## src/rtl/dacw_pkg.sv

```systemverilog
package dacw_pkg;

    localparam int CTRL_W = 8;

    typedef enum logic [2:0] {
        ST_IDLE,
        ST_LEAD,
        ST_CLK_LO,
        ST_CLK_HI,
        ST_TRAIL
    } dacw_state_e;

    // Control byte: reference choice at the top bit, channel at chan_pos,
    // update mode at the two lowest bits, everything else zero.
    function automatic logic [CTRL_W-1:0] dacw_ctrl_byte(
        input logic       ref_ext,
        input logic       chan,
        input int         chan_pos,
        input logic [1:0] upd_mode
    );
        logic [CTRL_W-1:0] b;
        b = '0;
        b[CTRL_W-1] = ref_ext;
        b[chan_pos] = chan;
        b[1:0]      = upd_mode;
        return b;
    endfunction

endpackage

```

## src/rtl/dacw_pacer.sv

```systemverilog
module dacw_pacer #(
    parameter int HALF_DIV = 3
) (
    input  logic clk,
    input  logic rst_n,
    input  logic clear_i,
    output logic tick_o
);

    localparam int CNT_W = (HALF_DIV > 1) ? $clog2(HALF_DIV) : 1;

    generate
        if (HALF_DIV == 1) begin : g_every_cycle
            assign tick_o = 1'b1;
        end else begin : g_counted
            logic [CNT_W-1:0] cnt_q;

            assign tick_o = (cnt_q == CNT_W'(HALF_DIV - 1));

            always_ff @(posedge clk or negedge rst_n) begin
                if (!rst_n) begin
                    cnt_q <= '0;
                end else if (clear_i || tick_o) begin
                    cnt_q <= '0;
                end else begin
                    cnt_q <= cnt_q + 1'b1;
                end
            end
        end
    endgenerate

endmodule

```

## src/rtl/dacw_shifter.sv

```systemverilog
module dacw_shifter #(
    parameter int WORD_W = 16
) (
    input  logic              clk,
    input  logic              rst_n,
    input  logic              load_i,
    input  logic [WORD_W-1:0] word_i,
    input  logic              shift_i,
    output logic              msb_o,
    output logic              last_o
);

    localparam int IDX_W = $clog2(WORD_W);

    logic [WORD_W-1:0] word_q;
    logic [IDX_W-1:0]  idx_q;

    assign msb_o  = word_q[WORD_W-1];
    assign last_o = (idx_q == '0);

    always_ff @(posedge clk or negedge rst_n) begin
        if (!rst_n) begin
            word_q <= '0;
            idx_q  <= '0;
        end else if (load_i) begin
            word_q <= word_i;
            idx_q  <= IDX_W'(WORD_W - 1);
        end else if (shift_i) begin
            // the final shift flushes the word to zero for the idle level
            word_q <= {word_q[WORD_W-2:0], 1'b0};
            if (idx_q != '0) begin
                idx_q <= idx_q - 1'b1;
            end
        end
    end

endmodule

```

## src/rtl/dacw_fsm.sv

```systemverilog
module dacw_fsm
    import dacw_pkg::*;
(
    input  logic clk,
    input  logic rst_n,
    input  logic load_i,
    input  logic tick_i,
    input  logic last_i,
    output logic accept_o,
    output logic shift_o,
    output logic clear_o,
    output logic ready_o,
    output logic sync_n_o,
    output logic sclk_o
);

    dacw_state_e state_q;
    dacw_state_e state_d;

    assign accept_o = (state_q == ST_IDLE) && load_i;
    assign shift_o  = (state_q == ST_CLK_HI) && tick_i;
    assign clear_o  = (state_q == ST_IDLE);

    always_comb begin
        state_d = state_q;
        unique case (state_q)
            ST_IDLE:   if (load_i) state_d = ST_LEAD;
            ST_LEAD:   if (tick_i) state_d = ST_CLK_LO;
            ST_CLK_LO: if (tick_i) state_d = ST_CLK_HI;
            ST_CLK_HI: if (tick_i) state_d = last_i ? ST_TRAIL : ST_CLK_LO;
            ST_TRAIL:  if (tick_i) state_d = ST_IDLE;
            default:   state_d = ST_IDLE;
        endcase
    end

    always_ff @(posedge clk or negedge rst_n) begin
        if (!rst_n) begin
            state_q <= ST_IDLE;
        end else begin
            state_q <= state_d;
        end
    end

    // pin levels registered from the next state: same timing as the
    // state register, without decode glitches on the pins
    always_ff @(posedge clk or negedge rst_n) begin
        if (!rst_n) begin
            ready_o  <= 1'b1;
            sync_n_o <= 1'b1;
            sclk_o   <= 1'b1;
        end else begin
            ready_o  <= (state_d == ST_IDLE);
            sync_n_o <= (state_d == ST_IDLE) || (state_d == ST_TRAIL);
            sclk_o   <= (state_d != ST_CLK_LO);
        end
    end

endmodule

```

## src/rtl/dac_frame_writer.sv

```systemverilog
module dac_frame_writer #(
    parameter int         HALF_DIV = 3,
    parameter int         DATA_W   = 8,
    parameter int         CHAN_POS = 2,
    parameter logic [1:0] UPD_MODE = 2'b11,
    parameter logic       REF_EXT  = 1'b0
) (
    input  logic              clk,
    input  logic              rst_n,
    input  logic              load_i,
    input  logic              chan_i,
    input  logic [DATA_W-1:0] data_i,
    output logic              ready_o,
    output logic              sync_n_o,
    output logic              sclk_o,
    output logic              sdin_o
);

    import dacw_pkg::*;

    localparam int WORD_W = CTRL_W + DATA_W;

    logic              accept;
    logic              shift;
    logic              clear;
    logic              tick;
    logic              last;
    logic [WORD_W-1:0] frame_word;

    assign frame_word = {dacw_ctrl_byte(REF_EXT, chan_i, CHAN_POS, UPD_MODE), data_i};

    dacw_pacer #(
        .HALF_DIV (HALF_DIV)
    ) u_pacer (
        .clk     (clk),
        .rst_n   (rst_n),
        .clear_i (clear),
        .tick_o  (tick)
    );

    dacw_shifter #(
        .WORD_W (WORD_W)
    ) u_shifter (
        .clk     (clk),
        .rst_n   (rst_n),
        .load_i  (accept),
        .word_i  (frame_word),
        .shift_i (shift),
        .msb_o   (sdin_o),
        .last_o  (last)
    );

    dacw_fsm u_fsm (
        .clk      (clk),
        .rst_n    (rst_n),
        .load_i   (load_i),
        .tick_i   (tick),
        .last_i   (last),
        .accept_o (accept),
        .shift_o  (shift),
        .clear_o  (clear),
        .ready_o  (ready_o),
        .sync_n_o (sync_n_o),
        .sclk_o   (sclk_o)
    );

endmodule

```

## config.mk

```make
export PLATFORM = sky130hd
export DESIGN_NAME = dac_frame_writer
export DESIGN_NICKNAME = d
export VERILOG_FILES = /design/src/rtl/dacw_pkg.sv /design/src/rtl/dacw_pacer.sv /design/src/rtl/dacw_shifter.sv /design/src/rtl/dacw_fsm.sv /design/src/rtl/dac_frame_writer.sv
export SDC_FILE = /design/constraint.sdc
export NUM_CORES = 1
export LEC_CHECK = 0
export ABC_AREA = 1
export BUFFER_PORTS_ARGS = -buffer_cell sky130_fd_sc_hd__buf_2
export CORE_ASPECT_RATIO = 1.5
export CORE_MARGIN = 2
export CORE_UTILIZATION = 57
export DETAILED_ROUTE_END_ITERATION = 16
export PLACE_DENSITY = 0.75
export SETUP_SLACK_MARGIN = 0.02
export SLEW_MARGIN = 15
export SYNTH_ARGS = -nofsm -noshare
export SYNTH_HDL_FRONTEND = slang
export SYNTH_HIERARCHICAL = 1
export SYNTH_SLANG_ARGS = --single-unit
```

## constraint.sdc

```tcl
create_clock -name clk -period 2.19 [get_ports clk]
set_input_delay 0.3285 -clock clk [delete_from_list [all_inputs] [get_ports clk]]
set_output_delay 0.3285 -clock clk [all_outputs]
set_load 0.01 [all_outputs]
```

==> flow_summary.yaml <==
cts:
  clock_insertion_delay_worst_skew_ns: 0.32
  cts_root_buffer: "clkbuf_4"
  clkSinkCount: 28
  cts_hold_buffers: 0
  cts-htree-levels: 1
  cts_post_setup_buffers_inserted: 0
  clk_transition_reported_paths_ns: 0.15
  post_cts.resized_instances: 0
  clock_tree_from_tritoncts: "built"
  cts_made_buffers: 3
  cts_max_path_buffers: 2
power:
  p_int_mw: 1.323
  power.sequential.fraction_pct: 43.0
  power_share_of_the_clock_group_pct: 14.9
  p_sw_mw: 0.9052
  power.density_cell_area_mw_per_mm2: 1373
  power.ir.vdd_worst_mv: 0.7134
  power_switching_share_pct: 40.62
  leakage_power_figure_nw: 0.8937
  power.share.combinational_pct: 42.1
finish:
  antennaDiodeCount: 0
  finalNonFillerCells: 221
  nets: 212
  layout_cell_share_with_drive_strength_beyond_1_pct: 31.47
  synthToLayoutAreaGrowth_pct: 9.175
placed_design:
  finalWeightedCongestion: 0.7885
  place.detailed.hpwl_mm: 1.822
  buffer_ports.inserted: 15
  place.detailed.instances: 217
timing:
  tightestPinTransition_ns: 0.6034
  hold_viol: 25
  worst_slew_margin_rel_pct: 59.77
  setup-violations-final: 0
  grt_setup_unrepaired: "no"
  fmaxAchievable_ghz: 0.5988
  finalClockSkew_ns: 0.001015
  final_max_slew_viol_count: 0
  totalNegativeSetupSlack_ns: 0
  final_period_util_pct: 76.25
  worst_hold_slack_ns: -0.008723
  fin_crit_ns: 1.670
critical_path:
  crit_path_max_incr_delay_ns: 0.41
  timing.critical_path.to_type: "register"
  critPathMostFrequentCell: "inv_1"
  cp-start-kind: "register"
  critical_path.slowest_cell: "dfrtp_1"
  crit_type: "register to register"
  cpLargestDelayFamily: "simple AND/OR/NAND/NOR gates"
  cp_max_fo: 16
  cp.arrival_ns: 1.90
  required_worst_endpoint_ns: 2.42
  timing.critical_path.cells: "inv_1, ha_1, inv_1, nor3_2, inv_1, nand2_4, inv_4, a22o_1"
  critical_path_buf_inv_count: 4
min_path:
  hold_path.class: "primary input to asynchronous set/reset pin"
drt:
  route.detailed.drc: 0
  drtPass1Iterations: 4
  drt-initial-drc-count: 22
  routedWlPerCell_um: 10.84
  detail_route.wirelength_mm: 2.396
  drt_antenna_net_count: 0
  viasPerCell: 4.986
  route.vias.total: 1102
global_routing:
  track_usage_pct: 18.19
  grt_max_degree: 29
  first_global_vias: 1072
  grt_overflow: 0
  grt_pass1_wl_mm: 4.167
  antenna_found_initial: 0
flow_run:
  cap_viol_max_count: 0
die:
  initial_utilization_pct: 60.67
  die_w_um: 45.70
  number_of_cell_rows: 22
  design.die.area_mm2: 0.003041
  floorplan.io_pins: 16
  floorplan.die.height_um: 66.55
  core-area_mm2: 0.002450
synth:
  yosysSeqAreaShare_pct: 47.39
  synth.ff_latch_count: 28
  synthesis.instances: 176
  synth_cell_types: 24
  synthesis.area_per_instance_um2: 8.446
  yosysWarnings: 6
  syn-cell-area_mm2: 0.001486
outcome:
  outcome: "finished, violations left"
  failed_checks: "negative hold slack"
==> kinds of logic after synthesis <==
| logic type | share of synthesized area (%) |
|---|---|
| adder cells (fa/ha/maj) | 1.683 |
| AND/OR/NAND/NOR | 39.48 |
| flip-flops | 47.39 |
| other | 0.5052 |
| AO/OA/AOI/OAI | 1.599 |
| buffers and inverters | 9.343 |
==> synth_stat cells <==
library cell | n | area (um^2)
or2_2 | 1 | 6.260
nor2_2 | 2 | 12.51
nand2_2 | 15 | 93.84
nor3_2 | 1 | 10.01
ha_1 | 2 | 25.02
inv_8 | 1 | 11.26
o21ai_0 | 2 | 10.01
nand2_1 | 67 | 251.5
dfstp_2 | 3 | 78.83
a21oi_1 | 1 | 5.000
nand2_4 | 2 | 22.52
buf_2 | 1 | 5.000
conb_1 | 2 | 7.510
inv_4 | 2 | 12.51
buf_12 | 1 | 20.02
a22o_1 | 1 | 8.760
buf_6 | 2 | 22.52
nor2_1 | 6 | 22.52
inv_1 | 15 | 56.30
nand3_1 | 9 | 45.04
dfrtp_1 | 25 | 625.6
nand3_2 | 10 | 100.1
inv_2 | 3 | 11.26
nor2_4 | 2 | 22.52
==> per-layer routing <==
layer	up-vias	GRT usage [%]	wire, um	part of all wire, %
li1	566	-	-	-
met1	521	20.56	977	41
met2	13	33.80	1354	57
met3	2	2.439	51	2.1
met4	0	5.357	13	0.54
met5	-	0	0	0
==> state kept, by name, indices dropped and copies added, names as in the netlist <==
signal and flops:
u_fsm/ready_o 1, u_fsm/sclk_o 1, u_fsm/state_q 3, u_fsm/sync_n_o 1, u_pacer/g_counted.cnt_q 2, u_shifter/idx_q 4
u_shifter/word_q 16
==> through the flow <==
step                util (%)  power [mW]  instance area, um^2  setup WS (ns)  hold WS (ns)
floorplan                  -       1.726                 1505         0.6207       0.03291
global placement       64.10       1.856                 1570         0.6000        0.3639
global route           66.24       2.447                 1623         0.3794       0.01778
finish                 66.24       2.228                 1623         0.5200     -0.008723
detailed placement     64.10       1.921                 1570         0.5258        0.3732
CTS                    66.24       2.258                 1623         0.5044     0.0004339
==> worst paths after layout <==
check / startpoint / slack [ns] / cells past startpoint / to
min in group clk: data_i[4] / 0.21 / 3 / u_shifter/word_q[4]$_DFFE_PN0P_
setup / recovery: u_pacer/g_counted.cnt_q[0]$_DFF_PN0_ / 0.52 / 8 / u_shifter/word_q[0]$_DFFE_PN0P_
setup reg to reg: u_pacer/g_counted.cnt_q[0]$_DFF_PN0_ / 0.52 / 8 / u_shifter/word_q[0]$_DFFE_PN0P_
hold / removal: rst_n / -0.009 / 1 / u_shifter/word_q[10]$_DFFE_PN0P_
max in group asynchronous: rst_n / 1.81 / 1 / u_fsm/state_q[1]$_DFF_PN0_
hold reg to reg: u_pacer/g_counted.cnt_q[0]$_DFF_PN0_ / 0.44 / 1 / u_pacer/g_counted.cnt_q[0]$_DFF_PN0_
==> power by group through the flow <==
stage          Combinational (mW)  Sequential, mW  Clock (mW)
5_1_grt                      1.09           0.990       0.365
6_report                    0.938           0.958       0.332
3_5_place_dp                0.953           0.968           0
4_1_cts                     0.956           0.958       0.345
2_1_floorplan               0.780           0.947           0
3_3_place_gp                0.902           0.954           0
==> layout by cell type (no fill, tap or decap), types with 2 or more instances in the layout <==
master,count
nand2_1,67
dfrtp_1,25
buf_2,15
nand2_2,15
inv_1,15
nand3_2,10
nand3_1,9
conb_1,7
nor2_1,6
clkbuf_4,3
inv_2,3
dfstp_2,3
nor2_4,2
o21ai_0,2
nor2_2,2
ha_1,2
nand2_4,2
inv_4,2
==> final cells by class <==
class | count | area, um^2
Multi-Input combinational cell | 128 | 661.9
Timing Repair Buffer | 16 | 82.58
Clock buffer | 3 | 22.52
Fill cell | 235 | 827.0
Inverter | 21 | 91.34
Clock inverter | 1 | 30.03
Sequential cell | 28 | 704.4
Tap cell | 24 | 30.03
Note: power is estimated with default switching activity, not from simulation.
